<file path="config.mk">
export PLATFORM = sky130hd
export DESIGN_NAME = dispreg_port
export DESIGN_NICKNAME = d
export VERILOG_FILES = /design/src/rtl/dispreg_pkg.sv /design/src/rtl/dispreg_decode.sv /design/src/rtl/dispreg_scratch.sv /design/src/rtl/dispreg_cursor.sv /design/src/rtl/dispreg_port.sv
export SDC_FILE = /design/constraint.sdc
export NUM_CORES = 1
export LEC_CHECK = 0
export ABC_AREA = 1
export BUFFER_PORTS_ARGS = -buffer_cell sky130_fd_sc_hd__buf_2
export CAP_MARGIN = 40
export CORE_MARGIN = 5
export CORE_UTILIZATION = 30
export DETAILED_ROUTE_END_ITERATION = 8
export HOLD_SLACK_MARGIN = 0.06
export PLACE_DENSITY = 0.48
export SLEW_MARGIN = 20
export SYNTH_ARGS = -nofsm -noshare
export SYNTH_HDL_FRONTEND = slang
export SYNTH_HIERARCHICAL = 1
export SYNTH_SLANG_ARGS = --single-unit
</file>
<file path="constraint.sdc">
create_clock -name clk -period 2.85 [get_ports clk]
set_input_delay 0.4275 -clock clk [delete_from_list [all_inputs] [get_ports clk]]
set_output_delay 0.4275 -clock clk [all_outputs]
set_load 0.05 [all_outputs]
</file>
<file path="src/rtl/dispreg_pkg.sv">
package dispreg_pkg;

  localparam logic [31:0] ID_BASE = 32'h9000_0000;

  localparam logic [1:0] PORT_INDEX = 2'd0;
  localparam logic [1:0] PORT_VALUE = 2'd1;
  localparam logic [1:0] PORT_FWBOX = 2'd2;

  localparam logic [31:0] IX_ID      = 32'd0;
  localparam logic [31:0] IX_ENABLE  = 32'd1;
  localparam logic [31:0] IX_WIDTH   = 32'd2;
  localparam logic [31:0] IX_HEIGHT  = 32'd3;
  localparam logic [31:0] IX_MAXW    = 32'd4;
  localparam logic [31:0] IX_MAXH    = 32'd5;
  localparam logic [31:0] IX_DEPTH   = 32'd6;
  localparam logic [31:0] IX_BPP     = 32'd7;
  localparam logic [31:0] IX_PITCH   = 32'd12;
  localparam logic [31:0] IX_CAPS    = 32'd17;
  localparam logic [31:0] IX_CFG     = 32'd20;
  localparam logic [31:0] IX_SYNC    = 32'd21;
  localparam logic [31:0] IX_BUSY    = 32'd22;
  localparam logic [31:0] IX_GUEST   = 32'd23;
  localparam logic [31:0] IX_CUR_ID  = 32'd24;
  localparam logic [31:0] IX_CUR_X   = 32'd25;
  localparam logic [31:0] IX_CUR_Y   = 32'd26;
  localparam logic [31:0] IX_CUR_ON  = 32'd27;
  localparam logic [31:0] IX_PAL_LO  = 32'd1024;
  localparam logic [31:0] IX_PAL_HI  = 32'd1791;
  localparam logic [31:0] IX_SCR_LO  = 32'd1792;

  typedef enum logic [4:0] {
    SEL_NONE, SEL_ID, SEL_ENABLE, SEL_WIDTH, SEL_HEIGHT, SEL_MAXW, SEL_MAXH,
    SEL_DEPTH, SEL_BPP, SEL_PITCH, SEL_CAPS, SEL_CFG, SEL_SYNC, SEL_BUSY,
    SEL_GUEST, SEL_CUR_ID, SEL_CUR_X, SEL_CUR_Y, SEL_CUR_ON, SEL_PAL, SEL_SCR
  } reg_sel_e;

  typedef enum logic [1:0] {
    CF_ID = 2'd0, CF_X = 2'd1, CF_Y = 2'd2, CF_ON = 2'd3
  } cur_field_e;

  function automatic logic id_acceptable(input logic [31:0] v);
    return (v == (ID_BASE | 32'd0)) || (v == (ID_BASE | 32'd1)) ||
           (v == (ID_BASE | 32'd2));
  endfunction

endpackage

</file>
<file path="src/rtl/dispreg_decode.sv">
module dispreg_decode
  import dispreg_pkg::*;
#(
  parameter int SCRATCH_SIZE = 16,
  localparam int SCR_AW = (SCRATCH_SIZE > 1) ? $clog2(SCRATCH_SIZE) : 1
) (
  input  logic [31:0]       index_i,
  output reg_sel_e          sel_o,
  output logic              rd_ok_o,
  output logic              wr_ok_o,
  output logic [SCR_AW-1:0] scr_addr_o
);

  localparam logic [31:0] SCR_END = IX_SCR_LO + 32'(SCRATCH_SIZE);

  logic [31:0] scr_off;

  assign scr_off    = index_i - IX_SCR_LO;
  assign scr_addr_o = scr_off[SCR_AW-1:0];

  always_comb begin
    sel_o = SEL_NONE;
    case (index_i)
      IX_ID:     sel_o = SEL_ID;
      IX_ENABLE: sel_o = SEL_ENABLE;
      IX_WIDTH:  sel_o = SEL_WIDTH;
      IX_HEIGHT: sel_o = SEL_HEIGHT;
      IX_MAXW:   sel_o = SEL_MAXW;
      IX_MAXH:   sel_o = SEL_MAXH;
      IX_DEPTH:  sel_o = SEL_DEPTH;
      IX_BPP:    sel_o = SEL_BPP;
      IX_PITCH:  sel_o = SEL_PITCH;
      IX_CAPS:   sel_o = SEL_CAPS;
      IX_CFG:    sel_o = SEL_CFG;
      IX_SYNC:   sel_o = SEL_SYNC;
      IX_BUSY:   sel_o = SEL_BUSY;
      IX_GUEST:  sel_o = SEL_GUEST;
      IX_CUR_ID: sel_o = SEL_CUR_ID;
      IX_CUR_X:  sel_o = SEL_CUR_X;
      IX_CUR_Y:  sel_o = SEL_CUR_Y;
      IX_CUR_ON: sel_o = SEL_CUR_ON;
      default: begin
        if (index_i >= IX_PAL_LO && index_i <= IX_PAL_HI) begin
          sel_o = SEL_PAL;
        end else if (index_i >= IX_SCR_LO && index_i < SCR_END) begin
          sel_o = SEL_SCR;
        end
      end
    endcase
  end

  always_comb begin
    rd_ok_o = (sel_o != SEL_NONE);
    case (sel_o)
      SEL_NONE, SEL_MAXW, SEL_MAXH, SEL_PITCH, SEL_CAPS, SEL_BUSY: wr_ok_o = 1'b0;
      default: wr_ok_o = 1'b1;
    endcase
  end

endmodule

</file>
<file path="src/rtl/dispreg_scratch.sv">
module dispreg_scratch #(
  parameter int DATA_W = 32,
  parameter int DEPTH  = 16,
  localparam int AW = (DEPTH > 1) ? $clog2(DEPTH) : 1
) (
  input  logic              clk,
  input  logic              rst_n,
  input  logic              we_i,
  input  logic [AW-1:0]     addr_i,
  input  logic [DATA_W-1:0] wdata_i,
  output logic [DATA_W-1:0] rdata_o
);

  logic [DATA_W-1:0] word_view [DEPTH];

  for (genvar g = 0; g < DEPTH; g++) begin : g_word
    logic [DATA_W-1:0] q;
    logic              en;
    assign en = we_i && (addr_i == AW'(g));
    always_ff @(posedge clk or negedge rst_n) begin
      if (!rst_n) begin
        q <= '0;
      end else if (en) begin
        q <= wdata_i;
      end
    end
    assign word_view[g] = q;
  end

  assign rdata_o = word_view[addr_i];

endmodule

</file>
<file path="src/rtl/dispreg_cursor.sv">
module dispreg_cursor
  import dispreg_pkg::*;
#(
  parameter int DATA_W = 32
) (
  input  logic              clk,
  input  logic              rst_n,
  input  logic              we_i,
  input  cur_field_e        field_i,
  input  logic [DATA_W-1:0] wdata_i,
  output logic [DATA_W-1:0] id_o,
  output logic [DATA_W-1:0] x_o,
  output logic [DATA_W-1:0] y_o,
  output logic              visible_o,
  output logic              update_o
);

  logic [DATA_W-1:0] id_q, id_d, x_q, x_d, y_q, y_d;
  logic              vis_q, vis_d, upd_q, upd_d;
  logic              is_hide, is_show;

  assign is_hide = (wdata_i == DATA_W'(0));
  assign is_show = (wdata_i == DATA_W'(1));

  always_comb begin
    id_d  = id_q;
    x_d   = x_q;
    y_d   = y_q;
    vis_d = vis_q;
    upd_d = 1'b0;
    if (we_i) begin
      case (field_i)
        CF_ID: id_d = wdata_i;
        CF_X:  x_d  = wdata_i;
        CF_Y:  y_d  = wdata_i;
        CF_ON: begin
          if (is_hide || is_show) begin
            vis_d = is_show;
            upd_d = 1'b1;
          end
        end
        default: ;
      endcase
    end
  end

  always_ff @(posedge clk or negedge rst_n) begin
    if (!rst_n) begin
      id_q  <= '0;
      x_q   <= '0;
      y_q   <= '0;
      vis_q <= 1'b0;
      upd_q <= 1'b0;
    end else begin
      id_q  <= id_d;
      x_q   <= x_d;
      y_q   <= y_d;
      vis_q <= vis_d;
      upd_q <= upd_d;
    end
  end

  assign id_o      = id_q;
  assign x_o       = x_q;
  assign y_o       = y_q;
  assign visible_o = vis_q;
  assign update_o  = upd_q;

endmodule

</file>
<file path="src/rtl/dispreg_port.sv">
module dispreg_port
  import dispreg_pkg::*;
#(
  parameter int DATA_W       = 32,
  parameter int DIM_W        = 12,
  parameter int MAX_WIDTH    = 2368,
  parameter int MAX_HEIGHT   = 1770,
  parameter int RESET_WIDTH  = 640,
  parameter int RESET_HEIGHT = 480,
  parameter int HOST_DEPTH   = 32,
  parameter int SCRATCH_SIZE = 16,
  parameter bit CURSOR_CAPS  = 1'b1
) (
  input  logic              clk,
  input  logic              rst_n,
  input  logic              bus_valid,
  input  logic              bus_write,
  input  logic [1:0]        bus_port,
  input  logic [DATA_W-1:0] bus_wdata,
  output logic              rsp_valid,
  output logic [DATA_W-1:0] rsp_data,
  input  logic              sync_done,
  output logic              mode_enable,
  output logic              mode_configured,
  output logic [DIM_W-1:0]  mode_width,
  output logic [DIM_W-1:0]  mode_height,
  output logic [1:0]        id_version,
  output logic [DATA_W-1:0] guest_id,
  output logic [DATA_W-1:0] cursor_id,
  output logic [DATA_W-1:0] cursor_x,
  output logic [DATA_W-1:0] cursor_y,
  output logic              cursor_visible,
  output logic              cursor_update,
  output logic              sync_busy,
  output logic              reg_error
);

  localparam int SCR_AW = (SCRATCH_SIZE > 1) ? $clog2(SCRATCH_SIZE) : 1;
  localparam logic [DATA_W-1:0] DEPTH_SHOWN =
    DATA_W'((HOST_DEPTH == 32) ? 24 : HOST_DEPTH);
  localparam logic [DATA_W-1:0] CAPS_BASE   = DATA_W'(32'h0000_0003);
  localparam logic [DATA_W-1:0] CAPS_CURSOR = DATA_W'(32'h0000_00E0);
  localparam logic [DATA_W-1:0] MAXW_V = DATA_W'(MAX_WIDTH);
  localparam logic [DATA_W-1:0] MAXH_V = DATA_W'(MAX_HEIGHT);

  logic [DATA_W-1:0] caps_word;
  if (CURSOR_CAPS) begin : g_caps_cur
    assign caps_word = CAPS_BASE | CAPS_CURSOR;
  end else begin : g_caps_plain
    assign caps_word = CAPS_BASE;
  end

  // ---------------- state ----------------
  logic [DATA_W-1:0] index_q, index_d;
  logic [31:0]       id_q, id_d;
  logic              enable_q, enable_d;
  logic              cfg_q, cfg_d;
  logic [DIM_W-1:0]  width_q, width_d;
  logic [DIM_W-1:0]  height_q, height_d;
  logic [DATA_W-1:0] guest_q, guest_d;
  logic              busy_q, busy_d;
  logic              err_q, err_d;
  logic              rsp_v_q, rsp_v_d;
  logic [DATA_W-1:0] rsp_q, rsp_d;

  // ---------------- access strobes ----------------
  logic wr_index, wr_value, rd_value, rd_any;
  assign wr_index = bus_valid &&  bus_write && (bus_port == PORT_INDEX);
  assign wr_value = bus_valid &&  bus_write && (bus_port == PORT_VALUE);
  assign rd_value = bus_valid && !bus_write && (bus_port == PORT_VALUE);
  assign rd_any   = bus_valid && !bus_write;

  // ---------------- decode ----------------
  reg_sel_e          sel;
  logic              rd_ok, wr_ok;
  logic [SCR_AW-1:0] scr_addr;

  dispreg_decode #(.SCRATCH_SIZE(SCRATCH_SIZE)) u_decode (
    .index_i   (32'(index_q)),
    .sel_o     (sel),
    .rd_ok_o   (rd_ok),
    .wr_ok_o   (wr_ok),
    .scr_addr_o(scr_addr)
  );

  // ---------------- scratch bank ----------------
  logic              scr_we;
  logic [DATA_W-1:0] scr_rdata;
  assign scr_we = wr_value && (sel == SEL_SCR);

  dispreg_scratch #(.DATA_W(DATA_W), .DEPTH(SCRATCH_SIZE)) u_scratch (
    .clk    (clk),
    .rst_n  (rst_n),
    .we_i   (scr_we),
    .addr_i (scr_addr),
    .wdata_i(bus_wdata),
    .rdata_o(scr_rdata)
  );

  // ---------------- cursor ----------------
  logic       cur_we;
  cur_field_e cur_field;
  logic       cur_vis;

  always_comb begin
    cur_we    = 1'b0;
    cur_field = CF_ID;
    case (sel)
      SEL_CUR_ID: begin cur_we = wr_value; cur_field = CF_ID; end
      SEL_CUR_X:  begin cur_we = wr_value; cur_field = CF_X;  end
      SEL_CUR_Y:  begin cur_we = wr_value; cur_field = CF_Y;  end
      SEL_CUR_ON: begin cur_we = wr_value; cur_field = CF_ON; end
      default: ;
    endcase
  end

  dispreg_cursor #(.DATA_W(DATA_W)) u_cursor (
    .clk      (clk),
    .rst_n    (rst_n),
    .we_i     (cur_we),
    .field_i  (cur_field),
    .wdata_i  (bus_wdata),
    .id_o     (cursor_id),
    .x_o      (cursor_x),
    .y_o      (cursor_y),
    .visible_o(cur_vis),
    .update_o (cursor_update)
  );
  assign cursor_visible = cur_vis;

  // ---------------- read mux ----------------
  logic [DATA_W-1:0] pitch_w;
  logic [DATA_W-1:0] value_rd;
  logic [DATA_W-1:0] port_rd;

  assign pitch_w = (DATA_W'(width_q) * DATA_W'(HOST_DEPTH)) >> 3;

  always_comb begin
    case (sel)
      SEL_ID:     value_rd = DATA_W'(id_q);
      SEL_ENABLE: value_rd = DATA_W'(enable_q);
      SEL_WIDTH:  value_rd = DATA_W'(width_q);
      SEL_HEIGHT: value_rd = DATA_W'(height_q);
      SEL_MAXW:   value_rd = MAXW_V;
      SEL_MAXH:   value_rd = MAXH_V;
      SEL_DEPTH:  value_rd = DEPTH_SHOWN;
      SEL_BPP:    value_rd = DATA_W'(HOST_DEPTH);
      SEL_PITCH:  value_rd = pitch_w;
      SEL_CAPS:   value_rd = caps_word;
      SEL_CFG:    value_rd = DATA_W'(cfg_q);
      SEL_SYNC,
      SEL_BUSY:   value_rd = DATA_W'(busy_q);
      SEL_GUEST:  value_rd = guest_q;
      SEL_CUR_ID: value_rd = cursor_id;
      SEL_CUR_X:  value_rd = cursor_x;
      SEL_CUR_Y:  value_rd = cursor_y;
      SEL_CUR_ON: value_rd = DATA_W'(cur_vis);
      SEL_SCR:    value_rd = scr_rdata;
      default:    value_rd = '0;
    endcase
  end

  always_comb begin
    case (bus_port)
      PORT_INDEX: port_rd = index_q;
      PORT_VALUE: port_rd = value_rd;
      PORT_FWBOX: port_rd = '0;
      default:    port_rd = '1;
    endcase
  end

  // ---------------- next state ----------------
  always_comb begin
    index_d  = index_q;
    id_d     = id_q;
    enable_d = enable_q;
    cfg_d    = cfg_q;
    width_d  = width_q;
    height_d = height_q;
    guest_d  = guest_q;
    busy_d   = busy_q;
    err_d    = err_q;
    rsp_v_d  = rd_any;
    rsp_d    = rd_any ? port_rd : rsp_q;

    if (wr_index) begin
      index_d = bus_wdata;
    end

    if (sync_done) begin
      busy_d = 1'b0;
    end

    if (wr_value && wr_ok) begin
      case (sel)
        SEL_ID:     if (id_acceptable(32'(bus_wdata))) id_d = 32'(bus_wdata);
        SEL_ENABLE: enable_d = (bus_wdata != '0);
        SEL_WIDTH:  if (bus_wdata <= MAXW_V) width_d  = DIM_W'(bus_wdata);
        SEL_HEIGHT: if (bus_wdata <= MAXH_V) height_d = DIM_W'(bus_wdata);
        SEL_CFG:    cfg_d = (bus_wdata != '0);
        SEL_SYNC:   if (bus_wdata != '0) busy_d = 1'b1;
        SEL_GUEST:  guest_d = bus_wdata;
        default: ;
      endcase
    end

    if ((rd_value && !rd_ok) || (wr_value && !wr_ok)) begin
      err_d = 1'b1;
    end
  end

  // ---------------- registers ----------------
  always_ff @(posedge clk or negedge rst_n) begin
    if (!rst_n) begin
      index_q  <= '0;
      id_q     <= ID_BASE | 32'd2;
      enable_q <= 1'b0;
      cfg_q    <= 1'b0;
      width_q  <= DIM_W'(RESET_WIDTH);
      height_q <= DIM_W'(RESET_HEIGHT);
      guest_q  <= '0;
      busy_q   <= 1'b0;
      err_q    <= 1'b0;
      rsp_v_q  <= 1'b0;
      rsp_q    <= '0;
    end else begin
      index_q  <= index_d;
      id_q     <= id_d;
      enable_q <= enable_d;
      cfg_q    <= cfg_d;
      width_q  <= width_d;
      height_q <= height_d;
      guest_q  <= guest_d;
      busy_q   <= busy_d;
      err_q    <= err_d;
      rsp_v_q  <= rsp_v_d;
      rsp_q    <= rsp_d;
    end
  end

  assign rsp_valid       = rsp_v_q;
  assign rsp_data        = rsp_q;
  assign mode_enable     = enable_q;
  assign mode_configured = cfg_q;
  assign mode_width      = width_q;
  assign mode_height     = height_q;
  assign id_version      = id_q[1:0];
  assign guest_id        = guest_q;
  assign sync_busy       = busy_q;
  assign reg_error       = err_q;

endmodule

</file>
==> summary.txt <==
Synthesis
  • Synth Area in XOR/XNOR: 0%
  • Synth Register Bits: 767
  • Mapped Nets: 5071
  • Distinct cell type count after synthesis: 37
  • Cell Area, Synth: 0.0369 mm²
  • Multiplexer area fraction after synthesis: 0%
  • Synth Area in Compound Gates: 10.8%
  • Ys flop type: dfrtp_1
  • Post-synth top cells: nand2_1, dfrtp_1, nor2_1
  • Register area share after synthesis: 52.0%
  • Simple-Gate Fraction of Synth Area: 30.8%
  • Adder-Cell Fraction of Synth Area: 0%
  • Syn Inst Count: 5032
  • Most numerous cell in the Yosys netlist: nand2_1
  • Top cell type by total area after synthesis: dfrtp_1
  • Synth area leaders: dfrtp_1, nand2_1, nor2_1
  • Yosys warns: 6
  • Async SR Flop Fraction: 100%
  • Number of enable flip-flop cells after synthesis: 0
  • Largest family of logic cells by synthesized area: simple AND/OR/NAND/NOR gates
  • Area fraction of the dominant cell type after synthesis: 51.4%
  • Mean post-synth cell area: 7.34 µm²

Worst setup path
  • Critical Path RT: 3440 ps
  • CP Cell Sequence: nor2_1 -> nand2_1 -> nor2_4 -> buf_4 -> nand3_4 -> a21oi_2 -> nor2_2 -> nand3_1 -> o21ai_2 -> inv_2 -> inv_2 -> nor2_4 -> nand2_2 -> nor3_4 -> buf_6 -> nand3_2 -> buf_6 -> buf_12 -> nor2_4 -> buf_12 -> clkbuf_16 -> nor2_4 -> a21oi_2
  • CP bufs+invs: 8
  • Highest-delay cell along the critical path: dfrtp_1
  • Crit-path leading delay family: simple AND/OR/NAND/NOR gates
  • Arr. time, crit path: 3810 ps
  • Max incr delay on CP: 380 ps
  • Critical path endpoint category: flop
  • Worst Setup Start Kind: flop
  • CP max FO: 7
  • CP dominant cell by count: nor2_4
  • Worst setup path category: reg2reg

Route
  • WL/cell: 21.8 µm
  • Number of remaining DRC errors: 0
  • First-pass detailed-route iteration total: 5
  • Initial DRC Count: 3491
  • DR WL met3: 10300 µm
  • ANT nets after route: 0
  • Metal2 WL: 71600 µm
  • Final WL: 155000 µm
  • Post-route met1 wirelength: 67600 µm
  • Vias: 34900
  • Vias/cell: 4.91
  • Max layer used: met4

Die
  • Starting Density: 30.2%
  • Rows: 128
  • Die width: 361 µm
  • Core Box Area: 0.122 mm²
  • # IOs: 232
  • Die ar.: 0.130 mm²
  • Die height: 361 µm

Timing
  • Slew HR: 52.9%
  • Pins over their slew limit: 0
  • Setup TNS: -140680 ps
  • Final Cycle Share: 113%
  • Clock skew: 24.1 ps
  • RSZ-0062 raised after global routing: yes
  • Hold WS: 106 ps
  • Max Freq: 0.311 GHz
  • Finish-stage setup viols: 712
  • Worst-margin pin slew: 706 ps
  • Final hold vios: 0
  • Clock period minus worst slack: 3220 ps
  • Final worst setup slack: -369 ps

Layout
  • Layout Cells excl Fill: 7118
  • Share of layout cells above drive strength 1: 18.1%
  • Fin nets: 5453
  • Fillers: 12800
  • Final core occ: 38.9%
  • Area added between synthesis and finish: 28.7%

Place
  • Detailed-placement wirelength estimate: 94600 µm
  • Final Wtd Congestion: 0.960
  • Port bufs: 231
  • Dpl cells: 6869

Outcome
  • Failing checks: negative setup slack
  • Outcome: finished with violations

Clock network
  • Num CTS Buffers: 92
  • Root buf cell: clkbuf_16
  • CTS Buffer Depth: 3
  • Worst-path clk slew: 60 ps
  • Clock sinks: 767
  • Skew-Pair Late Insertion Delay: 670 ps
  • CTS tree: yes
  • H-tree levels: 3

Global route
  • Initial antenna violation count: 4
  • Grt ovf: 0
  • Number of global-route vias before repair: 31900
  • First-pass GRT wire length: 212000 µm
  • GRT Total Usage: 21.1%
  • Pin count of the biggest net entering global routing: 98

Pwr
  • Sw Ratio: 28.2%
  • Sequential share of power: 42.0%
  • Combinational power share: 12.1%
  • Worst vdd ir: 426 µV
  • Clock network fraction of total power: 45.9%
  • Internal power: 19.1 mW
  • Pleak: 24.7 nW
  • Pwr dens: 560 mW/mm²
  • Switching power: 7.51 mW

Hold path
  • Hold Crit Class: in2reg

Job
  • MaxCap Viol Count: 0
==> worst register-to-register path, cell delays in order, from the launching register on <==
cell and delay (ps):
dfrtp_1 380, nor2_1 110, nand2_1 110, nor2_4 170, buf_4 140, nand3_4 110, a21oi_2 140, nor2_2 70
nand3_1 100, o21ai_2 80, inv_2 70, inv_2 50, nor2_4 120, nand2_2 100, nor3_4 190, buf_6 150
nand3_2 70, buf_6 160, buf_12 120, nor2_4 160, buf_12 170, clkbuf_16 220, nor2_4 50, a21oi_2 110
==> state kept, by name, summed over array words and instances, names as in the netlist <==
name                count
sync_busy               1
guest_id               32
u_cursor/y_o           32
rsp_valid               1
u_cursor/update_o       1
reg_error               1
u_cursor/id_o          32
id_q                   32
rsp_data               32
u_scratch/g_word.q    512
mode_height            12
u_cursor/x_o           32
mode_enable             1
u_cursor/visible_o      1
mode_width             12
mode_configured         1
index_q                32
==> path summary, 6_finish.rpt <==
kind / cells past startpoint / endpoint / slack, ps / startpoint
min in group asynchronous: 2 / u_scratch/g_word[7].q[9] / 270 / rst_n
max reg2reg: 23 / u_scratch/g_word[10].q[23] / -370 / index_q[17]
max: 23 / u_scratch/g_word[10].q[23] / -370 / index_q[17]
min reg2reg: 2 / id_q[28] / 470 / id_q[28]
min: 3 / mode_height[8] / 110 / bus_wdata[8]
max in group asynchronous: 4 / id_q[31] / 1590 / rst_n
==> placed cells by master (no fill, tap or decap), types with 56 or more instances in the layout <==
master	netlist	layout
a21oi_1	331	287
nor2_1	467	413
buf_12	0	89
inv_1	252	250
dfrtp_1	758	755
o21ai_0	280	243
nand3_1	98	93
nand2_1	2213	2167
buf_4	14	212
o21ai_1	173	208
clkbuf_16	0	123
buf_2	75	230
nor2_4	11	56
==> area by class of cell <==
class	count	area, µm²	share of cell area, %
sequential	767	19200	40.4
multi-input combinational	3685	16200	34.1
timing repair buffer	596	5900	12.4
clock buffer	140	2790	5.88
tap	1625	2030	4.28
inverter	272	1040	2.18
clock inverter	31	333	0.700
antenna	2	5.00	0.0105
==> power groups by stage <==
stage | registers (mW) | clock network (mW) | logic (mW)
global route | 11.2 | 12.9 | 3.40
CTS | 11.2 | 12.5 | 3.17
floorplan | 11.6 | 0 | 1.16
finish | 11.2 | 12.2 | 3.22
global placement | 11.4 | 0 | 3.16
detailed placement | 11.4 | 0 | 3.14
==> per-stage QoR <==
stage                     total power [mW]  area (µm²)  setup slack (ps)
after floorplan                       12.8       37000             -2.14
after global placement                14.5       42000              -418
after detailed placement              14.5       42100              -444
after CTS                             26.8       45700              -326
after global routing                  27.5       47500              -500
final                                 26.6       47500              -369
==> timing repair <==
| item | CTS | global route |
|---|---|---|
| pin swaps | 11 | 39 |
| endpoints found under the hold margin | 181 | 0 |
| endpoints found under the setup margin | 726 | 732 |
| setup buffers | 8 | 17 |
| cloned | 6 | 43 |
| gates resized for setup | 58 | 220 |
| hold buffers | 2 | 0 |
==> cell families after synthesis <==
family / after synthesis
compound gates: 793
buf+inv: 580
flops: 767
simple gates: 2892
==> routing by layer <==
layer | track usage (%) | up-vias
met5 | 0 | -
met3 | 2.81 | 236
li1 | - | 16500
met2 | 33.9 | 1200
met1 | 29.6 | 16900
met4 | 6.81 | 0
No activity file was read; power rests on OpenSTA's default activity.
